**src/rtl/brlink_pkg.sv**
```systemverilog
package brlink_pkg;

  typedef enum logic {
    OP_LINK  = 1'b0,
    OP_DECBR = 1'b1
  } brOp_e;

  // Strobes from control to datapath
  typedef struct packed {
    logic regWr;     // write register R this cycle
    logic iaWr;      // commit new instruction address
    logic trapFire;  // raise a trap
    logic vecParity; // 1: parity vector, 0: access vector
    logic seqNext;   // 1: next sequential address, 0: target
    logic selDec;    // 1: R data is decremented count, 0: link value
  } brStrobe_t;

endpackage

```
**src/rtl/brlink_ctrl.sv**
```systemverilog
module brlink_ctrl
  import brlink_pkg::*;
(
  input  logic      start,
  input  brOp_e     op,
  input  logic      accFault,
  input  logic      parFault,
  input  logic      decZero,
  output brStrobe_t strb
);

  logic isLink;
  logic taken;
  logic accAbort;
  logic parAbort;
  logic anyAbort;

  always_comb begin
    isLink   = (op == OP_LINK);
    // link always branches; decrement branches on nonzero result
    taken    = isLink || !decZero;
    // access-type faults outrank the parity fault
    accAbort = taken && accFault;
    parAbort = taken && !accFault && parFault;
    anyAbort = accAbort || parAbort;

    strb.trapFire  = start && anyAbort;
    strb.vecParity = parAbort;
    // link value is written even when aborted; counter kept on abort
    strb.regWr     = start && (isLink || !anyAbort);
    strb.iaWr      = start && !anyAbort;
    strb.seqNext   = !taken;
    strb.selDec    = !isLink;
  end

endmodule

```
**src/rtl/brlink_dpath.sv**
```systemverilog
module brlink_dpath
  import brlink_pkg::*;
#(
  parameter int DATA_W   = 32,
  parameter int NORM_CLR = 15,
  parameter int EXT_CLR  = 10,
  parameter int VEC_W    = 7,
  parameter logic [VEC_W-1:0] ACC_VEC = 7'h40,
  parameter logic [VEC_W-1:0] PAR_VEC = 7'h4C
) (
  input  logic              clk,
  input  logic              rstN,
  input  brStrobe_t         strb,
  input  logic              extMode,
  input  logic [DATA_W-1:0] instAddr,
  input  logic [DATA_W-1:0] effAddr,
  input  logic [DATA_W-1:0] regIn,
  output logic              decZero,
  output logic              iaWe,
  output logic [DATA_W-1:0] iaOut,
  output logic              regWe,
  output logic [DATA_W-1:0] regData,
  output logic              trapReq,
  output logic [VEC_W-1:0]  trapVec,
  output logic [DATA_W-1:0] trapSaveAddr
);

  localparam int NORM_KEEP = DATA_W - NORM_CLR;
  localparam int EXT_KEEP  = DATA_W - EXT_CLR;
  localparam logic [DATA_W-1:0] NORM_MASK = {{NORM_CLR{1'b0}}, {NORM_KEEP{1'b1}}};
  localparam logic [DATA_W-1:0] EXT_MASK  = {{EXT_CLR{1'b0}}, {EXT_KEEP{1'b1}}};
  localparam logic [DATA_W-1:0] ONE       = {{(DATA_W-1){1'b0}}, 1'b1};

  logic [DATA_W-1:0] nextSeq;
  logic [DATA_W-1:0] linkVal;
  logic [DATA_W-1:0] decVal;
  logic [DATA_W-1:0] wrData;
  logic [DATA_W-1:0] newIa;

  always_comb begin
    nextSeq = instAddr + ONE;
    linkVal = nextSeq & (extMode ? EXT_MASK : NORM_MASK);
    decVal  = regIn - ONE;
    decZero = (decVal == '0);
    wrData  = strb.selDec ? decVal : linkVal;
    newIa   = strb.seqNext ? nextSeq : effAddr;
  end

  always_ff @(posedge clk or negedge rstN) begin
    if (!rstN) begin
      iaWe         <= 1'b0;
      iaOut        <= '0;
      regWe        <= 1'b0;
      regData      <= '0;
      trapReq      <= 1'b0;
      trapVec      <= '0;
      trapSaveAddr <= '0;
    end else begin
      iaWe    <= strb.iaWr;
      regWe   <= strb.regWr;
      trapReq <= strb.trapFire;
      if (strb.iaWr) iaOut <= newIa;
      if (strb.regWr) regData <= wrData;
      if (strb.trapFire) begin
        trapVec      <= strb.vecParity ? PAR_VEC : ACC_VEC;
        trapSaveAddr <= instAddr;
      end
    end
  end

endmodule

```
**src/rtl/brlink_exec.sv**
```systemverilog
module brlink_exec
  import brlink_pkg::*;
#(
  parameter int DATA_W   = 32,
  parameter int NORM_CLR = 15,
  parameter int EXT_CLR  = 10,
  parameter int VEC_W    = 7,
  parameter logic [VEC_W-1:0] ACC_VEC = 7'h40,
  parameter logic [VEC_W-1:0] PAR_VEC = 7'h4C
) (
  input  logic              clk,
  input  logic              rstN,
  input  logic              start,
  input  logic              op,
  input  logic              extMode,
  input  logic [DATA_W-1:0] instAddr,
  input  logic [DATA_W-1:0] effAddr,
  input  logic [DATA_W-1:0] regIn,
  input  logic              faultProt,
  input  logic              faultNoMem,
  input  logic              faultParity,
  output logic              iaWe,
  output logic [DATA_W-1:0] iaOut,
  output logic              regWe,
  output logic [DATA_W-1:0] regData,
  output logic              trapReq,
  output logic [VEC_W-1:0]  trapVec,
  output logic [DATA_W-1:0] trapSaveAddr
);

  brStrobe_t strb;
  logic      decZero;
  brOp_e     opKind;

  assign opKind = brOp_e'(op);

  brlink_ctrl u_ctrl (
    .start    (start),
    .op       (opKind),
    .accFault (faultProt | faultNoMem),
    .parFault (faultParity),
    .decZero  (decZero),
    .strb     (strb)
  );

  brlink_dpath #(
    .DATA_W  (DATA_W),
    .NORM_CLR(NORM_CLR),
    .EXT_CLR (EXT_CLR),
    .VEC_W   (VEC_W),
    .ACC_VEC (ACC_VEC),
    .PAR_VEC (PAR_VEC)
  ) u_dpath (
    .clk         (clk),
    .rstN        (rstN),
    .strb        (strb),
    .extMode     (extMode),
    .instAddr    (instAddr),
    .effAddr     (effAddr),
    .regIn       (regIn),
    .decZero     (decZero),
    .iaWe        (iaWe),
    .iaOut       (iaOut),
    .regWe       (regWe),
    .regData     (regData),
    .trapReq     (trapReq),
    .trapVec     (trapVec),
    .trapSaveAddr(trapSaveAddr)
  );

endmodule

```
**config.mk**
```make
export PLATFORM = sky130hd
export DESIGN_NAME = brlink_exec
export DESIGN_NICKNAME = d
export VERILOG_FILES = /design/src/rtl/brlink_pkg.sv /design/src/rtl/brlink_ctrl.sv /design/src/rtl/brlink_dpath.sv /design/src/rtl/brlink_exec.sv
export SDC_FILE = /design/constraint.sdc
export NUM_CORES = 1
export LEC_CHECK = 0
export BUFFER_PORTS_ARGS = -buffer_cell sky130_fd_sc_hd__buf_2
export CORE_ASPECT_RATIO = 1.4
export CORE_MARGIN = 1.5
export CORE_UTILIZATION = 57
export CTS_BUF_LIST = sky130_fd_sc_hd__clkbuf_8
export DETAILED_ROUTE_END_ITERATION = 7
export GPL_TIMING_DRIVEN = 0
export MAX_ROUTING_LAYER = met4
export PLACE_DENSITY_LB_ADDON = 0.25
export SYNTH_ARGS = -nofsm -noshare
export SYNTH_HDL_FRONTEND = slang
export SYNTH_SLANG_ARGS = --single-unit
```
**constraint.sdc**
```tcl
create_clock -name clk -period 1.8 [get_ports clk]
set_clock_uncertainty 0.15 [all_clocks]
set_input_delay 0 -clock clk [delete_from_list [all_inputs] [get_ports clk]]
set_output_delay 0 -clock clk [all_outputs]
set_load 0.01 [all_outputs]
```
==> results.toml <==
[logic_synthesis]
syn_avg_cell_area_um2 = 11.30
netlist_instances = 549
synth_area_um2 = 6205
async_reset_ff_share_pct = 100.0
synth_warnings = 0
synth_edf_count = 0
synth-seq-area-share_pct = 40.73
synth_ff_type = "dfrtp_1"
netlist-cell-type-count = 60
synth_seq_cells = 101

[critical_path]
crit_chain = "buf_2 -> nand4_1 -> buf_4 -> nor4_2 -> or3b_2 -> nor2_1 -> xor2_1 -> nand2_1 -> o21ai_0 -> mux2_4"
cpLargestDelayFamily = "simple AND/OR/NAND/NOR gates"
ff2ff_path_depth = 2
critPathSlowestCell = "or3b_2"
rrSetupSlack_ns = 0.53
crit_buf_inv = 2
path_class = "in2reg"
crit_required_ns = 1.98
worstPathArrival_ns = 3.36
rr_startpoint = "u_dpath.regData[12]"
cp_max_fo = 6
cp_slowest_stage_delay_ns = 0.64
end_kind = "flop"
critPathLaunchType = "primary input"
reg2reg_to = "u_dpath.regData[12]"

[sta]
drv_slew = 0
min_period_ns = 3.172
relSlewSlack_pct = 47.48
rsz0062_at_grt = "true"
whs_ns = -0.04633
hold_viol_final = 3
worst_slew_pin_slew_ns = 0.7877
clock.fmax_mhz = 315.2
setup_violations = 101
fin_ws_ns = -1.372
post-route-period-util_pct = 176.2
setup-tns-final_ns = -114.58

[clock_tree]
cts_hold_buffers = 85
cts_sinks = 101
h-tree-depth = 3
cts_buffers = 9
worstSkewPairLatency_ns = 0.39
root_buffer = "clkbuf_8"
clk_path_buf_depth = 2
tritoncts = "built"
clk_pin_slew_ns = 0.11

[detailed_routing]
dr_total_vias = 7531
final_antenna_net_count = 0
drc = 0
avgRoutedWirePerCell_um = 31.55
wl_um = 32880
dr.first_iter.drc_count = 1076
avgViaCountPerCell = 7.227
first_pass_iters = 8

[power_and_ir_drop]
pwr-share-comb_pct = 34.7
pwr-share-clk_pct = 23.1
p_switching_mw = 2.588
power_density_nw_per_um2 = 723.7
p_int_mw = 4.503
irDropWorstVdd_mv = 0.6519
p_leak_nw = 4.660
p_sw_share_pct = 36.49
power_mw = 7.091
seq_power_share_pct = 42.3

[worst_hold_path]
hp-start = "regIn[6]"
hold_class = "in2reg"
worstHoldPathCells = 3
worstHoldEndpoint = "u_dpath.regData[6]"

[status]
violations = "hold timing, setup timing"
outcome = "complete, but fails checks"

[cells_and_area]
syn_to_final_growth_pct = 57.91
instances_no_fill = 1042
drive_gt1_share_pct = 50.44
diodes = 0
postLayoutCoreUtil_pct = 93.67
fin_area_um2 = 9798
final_nets = 1006

[placed_design]
dp_hpwl_um = 14020
place_congestion = 0.9289
detailed_place.area_um2 = 7480
post-place-ws_ns = -1.751
numPortBuffers = 201
dpl.cell_count = 892

[global_route]
grt_usage_pct = 47.30
grt_pass1_vias = 7055
antenna_found_initial = 0
grt_pass1_wl_um = 40570
grt-ovfl-total = 0
grt_max_degree = 58

[floorplanning]
fp-row-count = 44
start_util_pct = 59.32
core_area_um2 = 10460
die_w_um = 91.18
dieArea_um2 = 11530
io_pins = 210
die_h_um = 126.5

[job]
drv_cap = 0
[cells in the mapped netlist (7+ instances only)]
| cell type | instances | area (µm²) |
|---|---|---|
| nand3_1 | 16 | 80.08 |
| nor3_1 | 13 | 65.06 |
| xnor2_1 | 28 | 245.2 |
| a21oi_1 | 12 | 60.06 |
| mux2i_1 | 23 | 230.2 |
| buf_2 | 8 | 40.04 |
| nor2_1 | 28 | 105.1 |
| nor4_1 | 14 | 87.58 |
| clkbuf_1 | 11 | 41.29 |
| nand2_1 | 28 | 105.1 |
| mux2_4 | 49 | 735.7 |
| dfrtp_1 | 101 | 2527 |
| or3_1 | 8 | 50.05 |
| o22ai_1 | 11 | 68.82 |
| buf_4 | 7 | 52.55 |
| mux2_2 | 46 | 518.0 |
| o21ai_0 | 8 | 40.04 |
| o2bb2ai_1 | 8 | 70.07 |
| buf_6 | 8 | 90.09 |
| or4_1 | 7 | 52.55 |
| xor2_1 | 26 | 227.7 |
| inv_1 | 22 | 82.58 |
[power groups by stage]
stage               registers [mW]  clock network [mW]  logic [mW]
floorplan                     3.07                   0       0.768
CTS                           2.88                1.56        2.03
global route                  3.00                1.69        2.50
detailed placement            2.91                   0        1.76
global placement              2.89                   0        1.70
finish                        3.00                1.64        2.46
[timing repair]
item,CTS,global route
cloned,3,8
gates resized for setup,94,70
endpoints found under the hold margin,143,1
setup buffers,27,19
pin swaps,20,24
endpoints found under the setup margin,101,101
[how the worst max path moves through the flow]
stage                                          end  depth (start not counted)  slack (ns)        start
after global routing           u_dpath.regData[20]                         10       -1.29  instAddr[4]
after floorplan           u_dpath.trapSaveAddr[10]                         10       -1.12     regIn[3]
after global placement    u_dpath.trapSaveAddr[24]                         12       -1.73     regIn[0]
final                          u_dpath.regData[20]                         10       -1.37  instAddr[4]
after CTS                        u_dpath.iaOut[23]                         12       -1.02    regIn[18]
after detailed placement  u_dpath.trapSaveAddr[23]                         12       -1.75     regIn[0]
[worst min-delay path, stage by stage]
cell	delay (ns)
buf_2	0.16
xnor2_2	0.18
a311oi_2	0.11
[sequential cells by signal, indices dropped and copies added (netlist names)]
name	count
u_dpath.regData	32
u_dpath.iaWe	1
u_dpath.regWe	1
u_dpath.iaOut	32
u_dpath.trapVec	2
u_dpath.trapReq	1
u_dpath.trapSaveAddr	32
[cell type report]
class,instances,area (µm²)
fillers,299,661.9
multi-input cells,394,3909
flip-flops and latches,101,2527
repair buffers,340,2547
clock inverters,7,81.33
well taps,138,172.7
clock buffers,9,123.9
plain buffers,31,351.6
inverters,22,85.08
[cell usage in the layout (no fill, tap or decap), drive strengths merged, types with 4 or more instances in the layout]
cell type    synthesis  layout
dfrtp              101     101
nor3                14      14
xor2                26      26
nand3               18      18
or3                  8       8
nor4                18      18
and3                 4       4
a21oi               12      12
dlygate4sd3          0      85
nand4                6       6
xnor2               28      28
conb                 1       4
or4                  9       9
o21ai                9       9
a31o                 4       4
nor2                28      28
inv                 22      25
mux2                95      95
buf                 24     270
o22ai               11      11
mux2i               23      23
nand2               28      28
clkbuf              11      25
o2bb2ai              8       8
[cell families (layout without fill, tap and decap cells)]
logic type | Yosys count | in the layout | synth area share (%)
XOR/XNOR | 54 | 54 | 7.623
buffers and inverters | 57 | 409 | 5.263
AO/OA/AOI/OAI | 63 | 63 | 7.542
other | 1 | 4 | 0.06044
adder cells (fa/ha/maj) | 3 | 3 | 0.6050
flip-flops | 101 | 101 | 40.73
AND/OR/NAND/NOR | 152 | 152 | 14.26
multiplexers | 118 | 118 | 23.92
[per-layer routing]
metal | up-vias | track usage, % | share of wire [%] | wire length [µm]
li1 | 2690 | - | - | -
met3 | 411 | 10.61 | 14 | 4700
met4 | 0 | 29.14 | 11 | 3737
met1 | 3413 | 54.08 | 30 | 9893
met5 | - | - | 0 | 0
met2 | 1017 | 75.24 | 44 | 14540
Note: power is estimated with default switching activity, not from simulation.
